**src/rtl/flash_seq.sv**
```systemverilog
module flash_seq #(
  parameter int DW      = 16,
  parameter int PWORDS  = 64,
  parameter int DWORDS  = 32,
  parameter int PROG_PAGE = 16,
  parameter int DATA_PAGE = 8,
  parameter int T_PROG  = 3,
  parameter int T_ERASE = 6,
  parameter int AW      = $clog2(PWORDS > DWORDS ? PWORDS : DWORDS)
) (
  input  logic          clk,
  input  logic          rst_n,
  input  logic          req_valid,
  input  logic          req_erase,
  input  logic          req_dsel,
  input  logic [AW-1:0] req_addr,
  input  logic [DW-1:0] req_data,
  input  logic          req_grant,
  input  logic          rd_en,
  input  logic          rd_dsel,
  input  logic [AW:0]   rd_addr,
  input  logic          rd_byte,
  output logic [DW-1:0] rd_data,
  output logic          rd_valid,
  output logic          rd_stall,
  output logic          full,
  output logic          busy,
  output logic          dropped
);
  localparam int PAW  = $clog2(PWORDS);
  localparam int DAW  = $clog2(DWORDS);
  localparam int TMAX = T_ERASE > T_PROG ? T_ERASE : T_PROG;
  localparam int CW   = $clog2(TMAX) + 1;
  localparam int HB   = DW / 2;

  logic [DW-1:0] pmem [PWORDS];
  logic [DW-1:0] dmem [DWORDS];

  logic          h_erase, h_dsel;
  logic [AW-1:0] h_addr;
  logic [DW-1:0] h_data;

  logic          x_act, x_erase, x_dsel;
  logic [AW-1:0] x_addr;
  logic [DW-1:0] x_data;
  logic [CW-1:0] x_cnt;

  logic x_done, xfer, accept, reject, busy_p, busy_d;
  logic [DW-1:0] rword;

  assign x_done = x_act && (x_cnt == '0);
  assign xfer   = full && (!x_act || x_done);
  assign busy_p = (full && !h_dsel) || (x_act && !x_dsel);
  assign busy_d = (full && h_dsel) || (x_act && x_dsel);
  assign busy   = full || x_act;
  assign accept = req_valid && req_grant && !full && !(req_erase && busy);
  assign reject = req_valid && req_grant && !accept;

  assign rd_stall = rd_en && (rd_dsel ? (busy_p || busy_d) : busy_p);
  assign rword    = rd_dsel ? dmem[rd_addr[DAW:1]] : pmem[rd_addr[PAW:1]];

  always_ff @(posedge clk) begin
    if (!rst_n) begin
      full    <= 1'b0;
      dropped <= 1'b0;
      h_erase <= 1'b0;
      h_dsel  <= 1'b0;
      h_addr  <= '0;
      h_data  <= '0;
    end else begin
      if (reject) dropped <= 1'b1;
      if (accept) begin
        full    <= 1'b1;
        h_erase <= req_erase;
        h_dsel  <= req_dsel;
        h_addr  <= req_addr;
        h_data  <= req_data;
      end else if (xfer) begin
        full <= 1'b0;
      end
    end
  end

  always_ff @(posedge clk) begin
    if (!rst_n) begin
      x_act   <= 1'b0;
      x_erase <= 1'b0;
      x_dsel  <= 1'b0;
      x_addr  <= '0;
      x_data  <= '0;
      x_cnt   <= '0;
    end else if (xfer) begin
      x_act   <= 1'b1;
      x_erase <= h_erase;
      x_dsel  <= h_dsel;
      x_addr  <= h_addr;
      x_data  <= h_data;
      x_cnt   <= h_erase ? CW'(T_ERASE - 1) : CW'(T_PROG - 1);
    end else if (x_done) begin
      x_act <= 1'b0;
    end else if (x_act) begin
      x_cnt <= x_cnt - 1'b1;
    end
  end

  always_ff @(posedge clk) begin
    if (!rst_n) begin
      for (int i = 0; i < PWORDS; i++) pmem[i] <= '1;
      for (int i = 0; i < DWORDS; i++) dmem[i] <= '1;
    end else if (x_done) begin
      if (!x_dsel) begin
        if (x_erase) begin
          for (int i = 0; i < PWORDS; i++)
            if (i / PROG_PAGE == int'(x_addr[PAW-1:0]) / PROG_PAGE) pmem[i] <= '1;
        end else begin
          pmem[x_addr[PAW-1:0]] <= pmem[x_addr[PAW-1:0]] & x_data;
        end
      end else begin
        if (x_erase) begin
          for (int i = 0; i < DWORDS; i++)
            if (i / DATA_PAGE == int'(x_addr[DAW-1:0]) / DATA_PAGE) dmem[i] <= '1;
        end else begin
          dmem[x_addr[DAW-1:0]] <= dmem[x_addr[DAW-1:0]] & x_data;
        end
      end
    end
  end

  always_ff @(posedge clk) begin
    if (!rst_n) begin
      rd_valid <= 1'b0;
      rd_data  <= '0;
    end else begin
      rd_valid <= rd_en && !rd_stall;
      if (rd_en && !rd_stall)
        rd_data <= rd_byte ? {{(DW-HB){1'b0}}, rd_addr[0] ? rword[DW-1:HB] : rword[HB-1:0]}
                           : rword;
    end
  end
endmodule

```
**config.mk**
```make
export PLATFORM = sky130hd
export DESIGN_NAME = flash_seq
export DESIGN_NICKNAME = d
export VERILOG_FILES = /design/src/rtl/flash_seq.sv
export SDC_FILE = /design/constraint.sdc
export NUM_CORES = 2
export LEC_CHECK = 0
export BUFFER_PORTS_ARGS = -buffer_cell sky130_fd_sc_hd__buf_4
export CAP_MARGIN = 20
export CORE_MARGIN = 4
export CORE_UTILIZATION = 55
export CTS_CLUSTER_SIZE = 12
export DETAILED_ROUTE_END_ITERATION = 10
export PLACE_DENSITY = 0.78
export SYNTH_ARGS = -nofsm -noshare
export SYNTH_HDL_FRONTEND = slang
export SYNTH_SLANG_ARGS = --single-unit
export TNS_END_PERCENT = 30
```
**constraint.sdc**
```tcl
create_clock -name clk -period 4.35 [get_ports clk]
set_clock_uncertainty 0.15 [all_clocks]
set_input_delay 0.87 -clock clk [delete_from_list [all_inputs] [get_ports clk]]
set_output_delay 0.87 -clock clk [all_outputs]
set_load 0.01 [all_outputs]
```
# Word-level counts from Yosys, hierarchy flattened
# Memories as Yosys holds them, arrays and structs flattened. A register that Yosys moved wholly into a read port is not among the register bits.
# Cells that the tools add are included.
# classes
div	0
reduce_logical	34
n_addsub	1
n_mul	0
bitwise_logic	98
n_shift	0
n_eq_ne	7
n_mux	176
n_lt_le_gt_ge	0
# op_table
op	count
$mux 16	100
$or 1x1->1	96
$mux 1	65
$logic_not 32->1	2
$and 16x16->16	2
$reduce_or 16->1	2
$mux 6	3
$mux 5	3
$logic_and 1x1->1	13
$mux 4	3
$eq 2x2->1 const A	4
$mux 8	1
$logic_not 1->1	7
$reduce_bool 2->1	3
$logic_or 1x1->1	5
$eq 1x2->1 const A	2
$logic_not 4->1	1
$sub 4x1->4 const B	1
$mux 3	1
$ne 2x1->1 const B	1
$reduce_and 2->1	1
# totals
elab_cells	332
output_inout_bits	21
romBits	0
mem_bits_rw	1536
latch_bits	0
mem_count	2
regBits	72
# mem_list
memory	words	width	read_ports	rd_ports_with_merged_regs	write_ports	line_no	rtl
pmem	64	16	2	1	64	36	logic [DW-1:0] pmem [PWORDS];
dmem	32	16	2	1	32	37	logic [DW-1:0] dmem [DWORDS];

# Logic depth before layout (Yosys ltp)
# logic_depth
word_depth	9
mapped_depth	12
ltp_nobuf	9

# Worst setup path before layout
# OpenSTA, ideal clock, no wires.
# synth_path
kind	in2reg
start	in rst_n
end	mem pmem[56][0] (enable)
arrival_time_ns	3.181
stages	7
path_buffers	1
slack_ns	0.608
cell_sequence	clkinv_1 -> nor3b_1 -> and2b_1 -> and2_1 -> nand3_1 -> clkbuf_1 -> o21ai_0
# synth_lines
element	line_no	rtl
from (decl)	12	input logic rst_n,
to (decl)	36	

==> summary by stage <==
Hold path
In this run the worst hold path is classified as in2reg. The depth of the worst hold-timing path is 3. The start point of the worst min-delay path is req_addr[4].

The endpoint of the worst hold-timing path is h_addr[4].

Drt
The number of nets with antenna violations after routing is 0. The DRC marker count from the first detailed-route iteration is 10.84k. Summed over all layers, the routed wires come to 281500 um. After detailed routing, the average wire length per cell comes to 35.43 um. The first detailed-routing pass took 7 iterations. The via total after detailed routing is between 50k and 60k. The residual DRC count is 0. In the routed layout, each cell is associated on average with a via count of 7.220.

Power and ir drop
The switching power as a share of total power is 23.02%. The worst supply voltage drop on vdd is 0.3782 mV. Summed over all nets, the switching power comes to 7.414 mW. The analysis attributes to cell leakage a power of 22.16 nW. The total power density per cell area is 351.5 nW/um^2. Sequential cells account for 52.9% of the total power. The combinational power share is ~5.3%. The internal cell power is 24.79 mW. The clock network is responsible for between 40% and 50% of the overall power. The total power is 32.21 mW.

Finish
In the layout the commonest cells are sky130_fd_sc_hd__nand2_1, sky130_fd_sc_hd__edfxtp_1, sky130_fd_sc_hd__mux4_2, sky130_fd_sc_hd__buf_4, sky130_fd_sc_hd__mux2i_1. The area growth from synthesis to layout is 11.09%. The final net count is 5869. The most frequent standard cell in the layout excluding fill and tap cells is sky130_fd_sc_hd__nand2_1. The ratio of cells with drive above 1 in the final layout is ~28%.

Job
Across the run, the number of max-cap violations was 0.

Worst setup path
The critical path startpoint category is a flip-flop. The slowest cell on the critical path is sky130_fd_sc_hd__dfxtp_4. The number of buffer and inverter instances along the worst setup path is 3. The critical path's top delay family is multiplexers.

Along the worst path, the maximum fanout reaches 15. The endpoint of the lowest-slack register-to-register path is pmem[39][3]. The cell depth of the worst flop-to-flop path is 10. Data on the critical path arrives at its endpoint at about 4400 ps. The register-to-register setup slack is 360 ps. The worst setup path is captured at a flip-flop.

The path type of the worst setup path is reg2reg. The required time at the endpoint of the critical path is 4760 ps. For this run, the slowest stage of the critical path takes 580 ps. Traced cell by cell, the critical path runs through buf_12, buf_4, mux4_2, mux2i_1, a22oi_1, a21oi_1, a21oi_1, nand2_4, buf_4, nand2_1.

Clocking
The maximum root-to-sink buffer count is 3. The clock tree from TritonCTS is done. Counting every sink on the clock net gives 1614. Clock tree synthesis inserted a total of ~170 buffers. The H-tree was split into 4 levels. Post-CTS repair changed the size of 0 cells.

Once the clock tree was built, the setup fixing pass inserted 0 buffers. The clock insertion delay at the later pin of the skew report is 830 ps. In this run the clock root is driven by a sky130_fd_sc_hd__clkbuf_16. After clock tree synthesis, the clock-pin slew on the worst setup and hold paths is approximately 60 ps. Hold repair after CTS inserted 0 buffers.

Die
The horizontal die dimension is about 400 um. For this configuration, the core starts out at a cell density of between 50% and 60%. 59 I/O pins were placed. Row generation in the floorplan step produced 141 rows. The area of the die is 156200 sq um. From bottom edge to top edge, the die measures roughly 400 um. The core region is around 150000 sq um.

Place
Summed over all nets, the half-perimeter wirelength after detailed placement is 188300 um. The number of port buffers is 58. The setup slack at placement is 115.8 ps.

Routability-driven placement finished with a final weighted congestion of 1.060.

STA
The worst pin sits at a relative slew slack of 17.26%. The post-layout worst setup margin is 361.7 ps. For this run, the top clock speed supported by timing is 250.7 MHz.

For the pin with the worst max-slew slack, the measured transition is 1232 ps. The setup total negative slack is 0 ps. Dividing the final minimum period by the clock period gives 91.68%. Setup violations remaining at the end of the flow were counted as 0.

The total count of hold-check failures in the final report came to 0. The number of max-slew violations in the final report came to 0. Setup repair after global routing left no endpoint under its margin. The post-route minimum period is roughly 4000 ps.

Global routing
Global routing finished with a remaining overflow of 0. The via count of the first global-routing pass is roughly 56k. The initial antenna violation count is 13.

Global routing used 35.87% of the available tracks. Entering global routing, the biggest net connects just over 70 pins. The global-route wire length before repair is 400400 um.

Logic synthesis
The synthesized netlist cell count is 5693. Summed over its instances, the top area cell type makes up between 50% and 60% of the synthesized netlist area. The average instance in the mapped netlist occupies 14.49 sq um. For this run, the leading register cell type out of synthesis is sky130_fd_sc_hd__edfxtp_1.

The post-synthesis net count is ~5.7k. The count of state elements after synthesis is 1614. The number of library cell types mapped by synthesis is 57. The top cell type by total area after synthesis is sky130_fd_sc_hd__edfxtp_1. By area the synthesized netlist is led by sky130_fd_sc_hd__edfxtp_1, sky130_fd_sc_hd__mux4_2, sky130_fd_sc_hd__nand2_1.

During synthesis, Yosys emitted a total of 0 warnings. Counting flops with an async set or reset pin after synthesis yields a share of 0%. The sequential cell area fraction in the yosys report is 57.81%. The post-synthesis instance area is 82480 sq um. The number of synthesized flops with an enable pin is between 1.5k and 2k.

Status
The flow ran to the end, and the final reports show no timing, DRC or antenna violations.
==> registers in the layout, indices dropped and copies added, names as in the netlist, named ones only <==
| name | cells |
|---|---|
| h_dsel | 1 |
| x_erase | 1 |
| x_dsel | 1 |
| h_addr | 6 |
| rd_data | 16 |
| full | 1 |
| x_data | 16 |
| pmem | 1024 |
| dropped | 1 |
| rd_valid | 1 |
| x_addr | 6 |
| dmem | 512 |
| x_act | 1 |
| h_data | 16 |
| h_erase | 1 |
| x_cnt | 4 |
==> cell usage after synthesis, drive strengths merged (17+ instances only) <==
cell / instances
buf: 319
clkbuf: 236
edfxtp: 1536
dfxtp: 78
nand2: 1778
a21oi: 109
a22oi: 59
mux2i: 193
a221oi: 17
o21ai: 128
nand3: 19
mux2: 34
nor2b: 25
nor3: 18
nor2: 145
mux4: 810
==> layer usage <==
metal | global-route usage, % | part of all wire [%] | vias up
met5 | 0 | 0.056 | -
met4 | 18.62 | 6.5 | 20
met3 | 15.22 | 18 | 985
met2 | 52.27 | 44 | 5823
met1 | 46.20 | 31 | 28530
li1 | - | - | 22020
==> area by class of cell <==
type / instances / area (sq um)
Clock buffer: 226 / 4408
Sequential cell: 1614 / 47700
Fill cell: 10460 / 56740
Multi-Input combinational cell: 3516 / 31590
Timing Repair Buffer: 524 / 4816
Inverter: 8 / 30.03
Tap cell: 2002 / 2505
Clock inverter: 52 / 569.3
Antenna cell: 4 / 10.01
==> through the flow <==
stage                     cell area [sq um]  hold WS, ps  std cells  utilization (%)
after floorplan                       82480        282.1       5693                -
after global placement                86630        289.3       7663            58.39
after detailed placement              86640        295.7       7664            58.39
after CTS                             91620        101.6       7942            61.75
after global routing                  91620        130.8       7942            61.75
final                                 91630        139.1       7946            61.76
==> worst min-delay path, delay by kind of cell <==
family                 cells  cell delay (ps)
AOI/OAI and AO/OA          1               50
and+or+nand+nor            1               40
buffers and inverters      1              110
==> worst max-delay path by stage <==
stage,startpoint,to,slack (ps),cells after the start
after floorplan,rst_n,pmem[56][0],610,7
after global placement,rd_addr[1],rd_data[8],30,9
after detailed placement,rd_addr[1],rd_data[8],120,9
after CTS,flip-flop,pmem[61][8],520,10
after global routing,flip-flop,pmem[63][8],370,10
final,flip-flop,pmem[39][3],360,10
==> kinds of logic (layout without fill, tap and decap cells) <==
kind of cell | count (synthesis) | in the layout | synth area share (%)
AOI/OAI and AO/OA | 425 | 425 | 3.265
adders and majority gates | 2 | 2 | 0.03033
other | 0 | 4 | 0
buffers and inverters | 563 | 810 | 4.076
DFF | 1614 | 1614 | 57.81
and+or+nand+nor | 2052 | 2052 | 9.891
muxes | 1037 | 1037 | 24.92
==> power groups by stage <==
stage               sequential, mW  combinational (mW)  clock, mW
floorplan                     17.3               0.871          0
global placement              17.4                1.64          0
detailed placement            17.4                1.65          0
CTS                           17.0                1.66       13.4
global route                  17.0                1.74       14.1
finish                        17.0                1.71       13.4
Note: power is estimated with default switching activity, not from simulation.
